--- src/rtl/mlc_pkg.sv ---
package mlc_pkg;
  typedef enum logic [1:0] {
    PH_IDLE    = 2'd0,
    PH_SENSE   = 2'd1,
    PH_RESTORE = 2'd2,
    PH_PROGRAM = 2'd3
  } phase_e;
endpackage

--- src/rtl/mlc_level_decode.sv ---
module mlc_level_decode #(
  parameter int BITS = 2,
  localparam int NCMP = (1 << BITS) - 1
) (
  input  logic [NCMP-1:0] cmp,
  output logic [BITS-1:0] level,
  output logic [BITS-1:0] gray,
  output logic            bad_code
);
  function automatic logic [BITS-1:0] count_set(input logic [NCMP-1:0] c);
    int n;
    n = 0;
    for (int i = 0; i < NCMP; i++) n += int'(c[i]);
    return BITS'(n);
  endfunction

  function automatic logic is_thermo(input logic [NCMP-1:0] c);
    logic ok;
    ok = 1'b1;
    for (int i = 1; i < NCMP; i++)
      if (c[i] && !c[i-1]) ok = 1'b0;
    return ok;
  endfunction

  always_comb begin
    level    = count_set(cmp);
    gray     = level ^ (level >> 1);
    bad_code = !is_thermo(cmp);
  end
endmodule

--- src/rtl/mlc_read_tracker.sv ---
module mlc_read_tracker #(
  parameter int BITS  = 2,
  parameter int CELLS = 8,
  parameter int CNT_W = 6,
  localparam int AW = (CELLS > 1) ? $clog2(CELLS) : 1,
  localparam logic [CNT_W-1:0] CMAX = {CNT_W{1'b1}}
) (
  input  logic             clk,
  input  logic             rst_n,
  input  logic [AW-1:0]    addr,
  input  logic             rd_upd,
  input  logic             wr_upd,
  input  logic             clr_cnt,
  input  logic [BITS-1:0]  new_level,
  output logic [CNT_W-1:0] cnt_next,
  output logic [BITS-1:0]  cur_level
);
  logic [CNT_W-1:0] cnt_q [CELLS];
  logic [BITS-1:0]  lvl_q [CELLS];

  assign cnt_next  = (cnt_q[addr] == CMAX) ? CMAX : cnt_q[addr] + 1'b1;
  assign cur_level = lvl_q[addr];

  always_ff @(posedge clk or negedge rst_n) begin
    if (!rst_n) begin
      for (int i = 0; i < CELLS; i++) begin
        cnt_q[i] <= '0;
        lvl_q[i] <= '0;
      end
    end else if (wr_upd) begin
      cnt_q[addr] <= '0;
      lvl_q[addr] <= new_level;
    end else if (rd_upd) begin
      cnt_q[addr] <= clr_cnt ? '0 : cnt_next;
      lvl_q[addr] <= new_level;
    end
  end

  p_wr_clears_r7: assert property (@(posedge clk) disable iff (!rst_n)
    wr_upd |=> cnt_q[$past(addr)] == '0);

  p_cnt_saturates_r8: assert property (@(posedge clk) disable iff (!rst_n)
    (rd_upd && !wr_upd && !clr_cnt && cnt_q[addr] == CMAX) |=> cnt_q[$past(addr)] == CMAX);
endmodule

--- src/rtl/mlc_phase_seq.sv ---
module mlc_phase_seq
  import mlc_pkg::*;
#(
  parameter int BITS  = 2,
  parameter int CELLS = 8,
  parameter int CNT_W = 6,
  parameter int CYC_W = 8,
  localparam int AW = (CELLS > 1) ? $clog2(CELLS) : 1
) (
  input  logic             clk,
  input  logic             rst_n,
  input  logic             req_valid,
  input  logic             req_write,
  input  logic [AW-1:0]    req_addr,
  input  logic [BITS-1:0]  req_wdata,
  input  logic [CYC_W-1:0] sense_cycles,
  input  logic [CYC_W-1:0] prog_cycles,
  input  logic             refresh_by_count,
  input  logic [CNT_W-1:0] read_threshold,
  input  logic [BITS-1:0]  sensed_level,
  input  logic [BITS-1:0]  sensed_gray,
  input  logic             sensed_bad,
  input  logic [CNT_W-1:0] cnt_next,
  input  logic [BITS-1:0]  tracked_level,
  output logic             req_ready,
  output logic             rsp_valid,
  output logic [BITS-1:0]  rsp_data,
  output logic             rsp_err,
  output logic [AW-1:0]    addr_q,
  output logic             rd_upd,
  output logic             wr_upd,
  output logic             clr_cnt,
  output logic [BITS-1:0]  upd_level,
  output logic             sense_en,
  output logic             restore_en,
  output logic             prog_en,
  output logic             drive_neg,
  output logic [BITS-1:0]  drive_level
);
  function automatic logic [BITS-1:0] gray_to_level(input logic [BITS-1:0] g);
    logic [BITS-1:0] b;
    b[BITS-1] = g[BITS-1];
    for (int i = BITS - 2; i >= 0; i--) b[i] = b[i+1] ^ g[i];
    return b;
  endfunction

  function automatic logic [CYC_W-1:0] at_least_one(input logic [CYC_W-1:0] v);
    return (v == '0) ? CYC_W'(1) : v;
  endfunction

  phase_e           ph_q;
  logic [CYC_W-1:0] cnt_q, slen_q, plen_q;
  logic             wr_q;
  logic [BITS-1:0]  tgt_q, sensed_q;

  logic accept, sense_done, restore_done, prog_done, refresh_go;

  assign req_ready    = (ph_q == PH_IDLE);
  assign accept       = req_valid && req_ready;
  assign sense_done   = (ph_q == PH_SENSE)   && (cnt_q == slen_q - 1'b1);
  assign restore_done = (ph_q == PH_RESTORE) && (cnt_q == slen_q - 1'b1);
  assign prog_done    = (ph_q == PH_PROGRAM) && (cnt_q == plen_q - 1'b1);
  assign refresh_go   = !refresh_by_count || (cnt_next > read_threshold);

  assign rd_upd    = sense_done && !wr_q;
  assign wr_upd    = sense_done && wr_q;
  assign clr_cnt   = rd_upd && refresh_go;
  assign upd_level = wr_q ? tgt_q : sensed_level;

  assign sense_en    = (ph_q == PH_SENSE);
  assign restore_en  = (ph_q == PH_RESTORE);
  assign prog_en     = (ph_q == PH_PROGRAM);
  assign drive_neg   = restore_en || (prog_en && (tgt_q < sensed_q));
  assign drive_level = prog_en ? tgt_q : (restore_en ? tracked_level : '0);

  always_ff @(posedge clk or negedge rst_n) begin
    if (!rst_n) begin
      ph_q      <= PH_IDLE;
      cnt_q     <= '0;
      slen_q    <= CYC_W'(1);
      plen_q    <= CYC_W'(1);
      wr_q      <= 1'b0;
      tgt_q     <= '0;
      sensed_q  <= '0;
      addr_q    <= '0;
      rsp_valid <= 1'b0;
      rsp_data  <= '0;
      rsp_err   <= 1'b0;
    end else begin
      rsp_valid <= 1'b0;
      unique case (ph_q)
        PH_IDLE: if (accept) begin
          ph_q   <= PH_SENSE;
          cnt_q  <= '0;
          slen_q <= at_least_one(sense_cycles);
          plen_q <= at_least_one(prog_cycles);
          wr_q   <= req_write;
          tgt_q  <= gray_to_level(req_wdata);
          addr_q <= req_addr;
        end
        PH_SENSE: if (sense_done) begin
          cnt_q    <= '0;
          sensed_q <= sensed_level;
          if (wr_q) begin
            ph_q <= PH_PROGRAM;
          end else begin
            rsp_valid <= 1'b1;
            rsp_data  <= sensed_gray;
            rsp_err   <= sensed_bad;
            ph_q      <= refresh_go ? PH_RESTORE : PH_IDLE;
          end
        end else begin
          cnt_q <= cnt_q + 1'b1;
        end
        PH_RESTORE: if (restore_done) ph_q <= PH_IDLE;
                    else cnt_q <= cnt_q + 1'b1;
        PH_PROGRAM: if (prog_done) ph_q <= PH_IDLE;
                    else cnt_q <= cnt_q + 1'b1;
        default: ph_q <= PH_IDLE;
      endcase
    end
  end

  // Checker-side run lengths of the access in flight.
  logic [CYC_W-1:0] chk_sense_run, chk_rest_run;
  always_ff @(posedge clk or negedge rst_n) begin
    if (!rst_n) begin
      chk_sense_run <= '0;
      chk_rest_run  <= '0;
    end else if (accept) begin
      chk_sense_run <= '0;
      chk_rest_run  <= '0;
    end else begin
      if (sense_en)   chk_sense_run <= chk_sense_run + 1'b1;
      if (restore_en) chk_rest_run  <= chk_rest_run + 1'b1;
    end
  end

  p_one_phase_r10: assert property (@(posedge clk) disable iff (!rst_n)
    $onehot0({sense_en, restore_en, prog_en}));

  p_busy_after_accept_r1: assert property (@(posedge clk) disable iff (!rst_n)
    accept |=> !req_ready);

  p_rsp_after_sense_r3: assert property (@(posedge clk) disable iff (!rst_n)
    rsp_valid |-> ($past(sense_en) && !sense_en));

  p_restore_len_r5: assert property (@(posedge clk) disable iff (!rst_n)
    $fell(restore_en) |-> (chk_rest_run == chk_sense_run));

  p_restore_neg_r5: assert property (@(posedge clk) disable iff (!rst_n)
    restore_en |-> drive_neg);
endmodule

--- src/rtl/mlc_access_seq.sv ---
module mlc_access_seq #(
  parameter int BITS  = 2,
  parameter int CELLS = 8,
  parameter int CNT_W = 6,
  parameter int CYC_W = 8,
  localparam int AW   = (CELLS > 1) ? $clog2(CELLS) : 1,
  localparam int NCMP = (1 << BITS) - 1
) (
  input  logic             clk,
  input  logic             rst_n,
  input  logic             req_valid,
  output logic             req_ready,
  input  logic             req_write,
  input  logic [AW-1:0]    req_addr,
  input  logic [BITS-1:0]  req_wdata,
  input  logic [CYC_W-1:0] sense_cycles,
  input  logic [CYC_W-1:0] prog_cycles,
  input  logic             refresh_by_count,
  input  logic [CNT_W-1:0] read_threshold,
  input  logic [NCMP-1:0]  cmp_above,
  output logic             rsp_valid,
  output logic [BITS-1:0]  rsp_data,
  output logic             rsp_err,
  output logic [AW-1:0]    cell_addr,
  output logic             sense_en,
  output logic             restore_en,
  output logic             prog_en,
  output logic             drive_neg,
  output logic [BITS-1:0]  drive_level
);
  logic [BITS-1:0]  dec_level, dec_gray, upd_level, trk_level;
  logic             dec_bad, rd_upd, wr_upd, clr_cnt;
  logic [CNT_W-1:0] cnt_next;

  mlc_level_decode #(.BITS(BITS)) u_dec (
    .cmp      (cmp_above),
    .level    (dec_level),
    .gray     (dec_gray),
    .bad_code (dec_bad)
  );

  mlc_read_tracker #(.BITS(BITS), .CELLS(CELLS), .CNT_W(CNT_W)) u_trk (
    .clk       (clk),
    .rst_n     (rst_n),
    .addr      (cell_addr),
    .rd_upd    (rd_upd),
    .wr_upd    (wr_upd),
    .clr_cnt   (clr_cnt),
    .new_level (upd_level),
    .cnt_next  (cnt_next),
    .cur_level (trk_level)
  );

  mlc_phase_seq #(.BITS(BITS), .CELLS(CELLS), .CNT_W(CNT_W), .CYC_W(CYC_W)) u_seq (
    .clk              (clk),
    .rst_n            (rst_n),
    .req_valid        (req_valid),
    .req_write        (req_write),
    .req_addr         (req_addr),
    .req_wdata        (req_wdata),
    .sense_cycles     (sense_cycles),
    .prog_cycles      (prog_cycles),
    .refresh_by_count (refresh_by_count),
    .read_threshold   (read_threshold),
    .sensed_level     (dec_level),
    .sensed_gray      (dec_gray),
    .sensed_bad       (dec_bad),
    .cnt_next         (cnt_next),
    .tracked_level    (trk_level),
    .req_ready        (req_ready),
    .rsp_valid        (rsp_valid),
    .rsp_data         (rsp_data),
    .rsp_err          (rsp_err),
    .addr_q           (cell_addr),
    .rd_upd           (rd_upd),
    .wr_upd           (wr_upd),
    .clr_cnt          (clr_cnt),
    .upd_level        (upd_level),
    .sense_en         (sense_en),
    .restore_en       (restore_en),
    .prog_en          (prog_en),
    .drive_neg        (drive_neg),
    .drive_level      (drive_level)
  );
endmodule

--- config.mk ---
export PLATFORM = sky130hd
export DESIGN_NAME = mlc_access_seq
export DESIGN_NICKNAME = d
export VERILOG_FILES = /design/src/rtl/mlc_pkg.sv /design/src/rtl/mlc_level_decode.sv /design/src/rtl/mlc_read_tracker.sv /design/src/rtl/mlc_phase_seq.sv /design/src/rtl/mlc_access_seq.sv
export SDC_FILE = /design/constraint.sdc
export NUM_CORES = 1
export LEC_CHECK = 0
export BUFFER_PORTS_ARGS = -buffer_cell sky130_fd_sc_hd__clkbuf_2
export CAP_MARGIN = 20
export CORE_AREA = 3 3 102 104
export DETAILED_ROUTE_END_ITERATION = 10
export DIE_AREA = 0 0 105 107
export GPL_ROUTABILITY_DRIVEN = 1
export PLACE_DENSITY = 0.81
export SYNTH_ARGS = -nofsm -noshare
export SYNTH_HDL_FRONTEND = slang
export SYNTH_HIERARCHICAL = 1
export SYNTH_SLANG_ARGS = --single-unit
--- constraint.sdc ---
create_clock -name clk -period 6.3 [get_ports clk]
set_clock_uncertainty 0.2 [all_clocks]
set_input_delay 0.63 -clock clk [delete_from_list [all_inputs] [get_ports clk]]
set_output_delay 0.63 -clock clk [all_outputs]
set_load 0.01 [all_outputs]
==> impl_results.md <==
* H-tree levels at 3
* 1st-iter DRT viols at approximately 260
* Cell area after synthesis at 5709 sq um
* Num rows at 36
* First-pass GRT wire length at 21,450 um
* Netlist cell types at 74
* Core area at 9639 sq um
* Cell taking the most area after synthesis: dfrtp_1
* Reg2reg end: u_trk/cnt_q[2]
* CTS tree: built
* Crit end category: register
* Num CTS Buffers at 9
* Dpl cells at 645
* FMAX at around 200 MHz
* Initial Util at 0.5923
* Worst slack, placed at 1285 ps
* Reg2reg start: u_seq/addr_q[0]
* Status: finished clean
* Grt met1 use at 0.3292
* Hold Vio Cnt, Final at 0
* CTS Hold Bufs at 0
* Port Buf Inserts at 48
* Crit-path slowest cell: dfrtp_1
* Synth Area in Compound Gates at 0.1631
* Clock root buffer: clkbuf_8
* CP Class: register to register
* Routed Antenna Nets at 0
* Setup TNS at 0 ps
* Worst-Skew Late Latency at 370 ps
* Crit path required time at around 6400 ps
* Most frequent cell after synthesis: dfrtp_1
* Max incr delay on CP at about 970 ps
* Startpoint Class: register
* Max FO, Critical Path at 24
* Slew Limit Fails at 0
* HPWL Detailed at 9000 um
* WL final at 12,800 um
* Clock Path Buffers at 2
* Die area at 11,240 sq um
* Worst Hold Class: primary input to asynchronous set/reset pin
* M2 GR Usage at 0.3882
* Async SR Flop Fraction at 1.000
* Via Count at 4,135
* Final period util at 0.7991
* Min Tclk post-route at 5034 ps
* Via count of the first global-routing pass at 4,177
* Layout Cells excl Fill at ~660
* Number of antenna diodes at 0
* Vias per cell at 6.256
* Die H at between 100 and 150 um
* CTS sink cnt at 102
* Layout net count at 571
* Post-Synth Adder-Cell Area at 0.02761
* Largest net degree at the start of global routing at 56
* # IOs at 49
* Predominant post-synthesis flop cell: dfrtp_1
* Fraction of layout cells with a size suffix above 1 at 0.3144
* Synth Warn # at 6
* Aggregate global-route resource usage at 0.2409
* Worst slew margin at 0.3792
* Antenna violations before repair at 0
* CP Launch Point: u_seq/addr_q[0]
* Worst slew pin tran at roughly 930 ps
* Max-cap violations at 0
* Simple-gate portion of the synthesized area at 0.1260
* Placer Congestion at about 0.90
* Post-synth EDFFs at 0
* Yosys top cell area share at 0.4383
* Post-cts gate resize count at 0
* Sequential area share after synthesis at 0.4475
* Reg2reg path depth at 16
* Yosys reg bits at 102
* DRT Pass-1 Iters at 4
* WL/cell at 19.36 um
* Top post-synthesis cells by count: 100 x dfrtp_1, 53 x mux2_2, 34 x nor2_1, 33 x a22o_1, 30 x nand2_1
* Post-Synth XOR/XNOR Area at 0.03068
* Clock-pin slew on the worst setup and hold paths at around 90 ps
* Crit-path cells: mux4_2 > mux2_4 > ha_1 > nand2_1 > o21bai_2 > ha_1 > nor2b_1 > o21a_1 > o21a_1 > o21ai_0 > a21oi_1 > inv_1 > a21boi_0 > or2_2 > a211oi_4 > mux2_2
* Post-CTS setup buffer count at 0
* Synth top area cells: dfrtp_1 44%, mux2_2 10%, a22o_1 5.1%, mux4_2 3.6%, ha_1 2.4%
* Setup ws final at 1266 ps
* Die X at 105 um
* Largest family of logic cells by synthesized area: multiplexers
* CP arrival at 5150 ps
* Maximum VDD drop at 0.1564 mV
* Leakage at 0.002776 uW
* Most used routing layer: met2
* Cell Pwr Density at 393.4 nW/um^2
* End of the critical path: u_trk/cnt_q[2]
* Area Growth Syn to Fin at 9.862%
* Grt ovf at 0
* Final setup violation count at 0
* Post-Syn Instances at 483
* RSZ-0062 raised after global routing: false
* Post-synthesis mux area share at 0.1701
* Synth Area per Inst at 11.82 sq um
* Met3 Usage GRT at 0.03251
* DRC violations left at 0
* Flop-to-flop setup slack at 1270 ps
* Mapped Nets at between 500 and 600
[critical path: cells and delay by family (launching register included)]
kind	cells	cell delay (ps)
AO/OA/AOI/OAI	7	1200
adder cells (fa/ha/maj)	2	640
multiplexers	3	1150
AND/OR/NAND/NOR	3	750
flip-flops	1	970
buffers and inverters	1	60
[routing by layer]
metal / vias to the layer above / wire length [um] / share of wire
li1: 1886 / - / -
met1: 2105 / 5801 / 0.45
met2: 127 / 6101 / 0.48
met3: 17 / 643 / 0.050
met4: 0 / 248 / 0.019
met5: - / 0 / 0
[state kept, by name, summed over array words and instances (netlist names)]
signal / cells
u_seq/rsp_valid: 1
u_seq/wr_q: 1
u_seq/rsp_err: 1
u_seq/addr_q: 3
u_seq/plen_q: 8
u_trk/lvl_q: 16
u_trk/cnt_q: 48
u_seq/tgt_q: 2
u_seq/cnt_q: 8
u_seq/ph_q: 2
u_seq/rsp_data: 2
u_seq/slen_q: 8
u_seq/sensed_q: 2
[metrics by stage]
stage	hold WS, ps	instance area [sq um]	utilization	power (uW)
final	67.63	6272	0.6507	2467
after global routing	109.6	6272	0.6507	2622
after CTS	80.42	6245	0.6478	2466
after detailed placement	264.6	6016	0.6241	1987
after global placement	249.7	6016	0.6241	1933
after floorplan	134.4	5709	-	1766
[how the worst min path moves through the flow]
| stage | startpoint | endpoint | slack [ps] |
|---|---|---|---|
| after detailed placement | u_trk/cnt_q[29] | u_trk/cnt_q[29] | 260 |
| after floorplan | rst_n | u_seq/addr_q[0] | 130 |
| after CTS | rst_n | u_trk/cnt_q[41] | 80 |
| final | rst_n | u_seq/plen_q[6] | 70 |
| after global placement | u_trk/cnt_q[23] | u_trk/cnt_q[23] | 250 |
| after global routing | rst_n | u_seq/plen_q[6] | 110 |
[kinds of logic (layout without fill, tap and decap cells)]
family / after synthesis / count (layout)
mux: 76 / 76
compound gates: 100 / 100
simple gates: 131 / 131
buf+inv: 42 / 87
xor+xnor: 20 / 20
flops: 102 / 102
fa+ha+maj: 12 / 12
[report_power, final]
| group | switching [uW] | total [uW] | internal [uW] | leakage [uW] |
|---|---|---|---|---|
| clock network | 227 | 472 | 246 | 0.000116 |
| registers | 220 | 1050 | 827 | 0.00125 |
| logic | 480 | 948 | 468 | 0.00141 |
[cells in the final DEF (no fill, tap or decap), types with 3 or more instances in the layout]
cell / netlist / routed
ha_1: 11 / 11
clkbuf_8: 1 / 11
and2_1: 3 / 3
buf_4: 4 / 4
clkbuf_2: 0 / 47
nor3_1: 3 / 3
a221o_1: 6 / 6
and3b_1: 3 / 3
a31oi_1: 4 / 4
o41ai_2: 8 / 8
or2_2: 3 / 3
xor2_1: 9 / 9
and3_1: 6 / 6
a21oi_1: 6 / 6
nor2_1: 34 / 34
nand3_1: 8 / 8
mux4_2: 9 / 9
nand2_1: 30 / 30
or4_1: 3 / 3
mux2i_1: 10 / 10
mux2_4: 3 / 3
inv_1: 19 / 19
nor4_1: 3 / 3
nor2b_1: 11 / 11
o21ai_0: 14 / 14
xnor2_1: 11 / 11
mux2_2: 53 / 53
nand2b_1: 4 / 4
o21a_1: 3 / 3
dfrtp_1: 100 / 100
a22o_1: 33 / 33
[final cells by class]
cell class	instances	area (sq um)
tap	133	166.4
inverter	20	75.07
fill	756	3367
multi-input combinational	339	2954
timing repair buffer	52	292.8
clock inverter	4	77.57
clock buffer	11	151.4
sequential	102	2555
No activity file was read; power rests on OpenSTA's default activity.
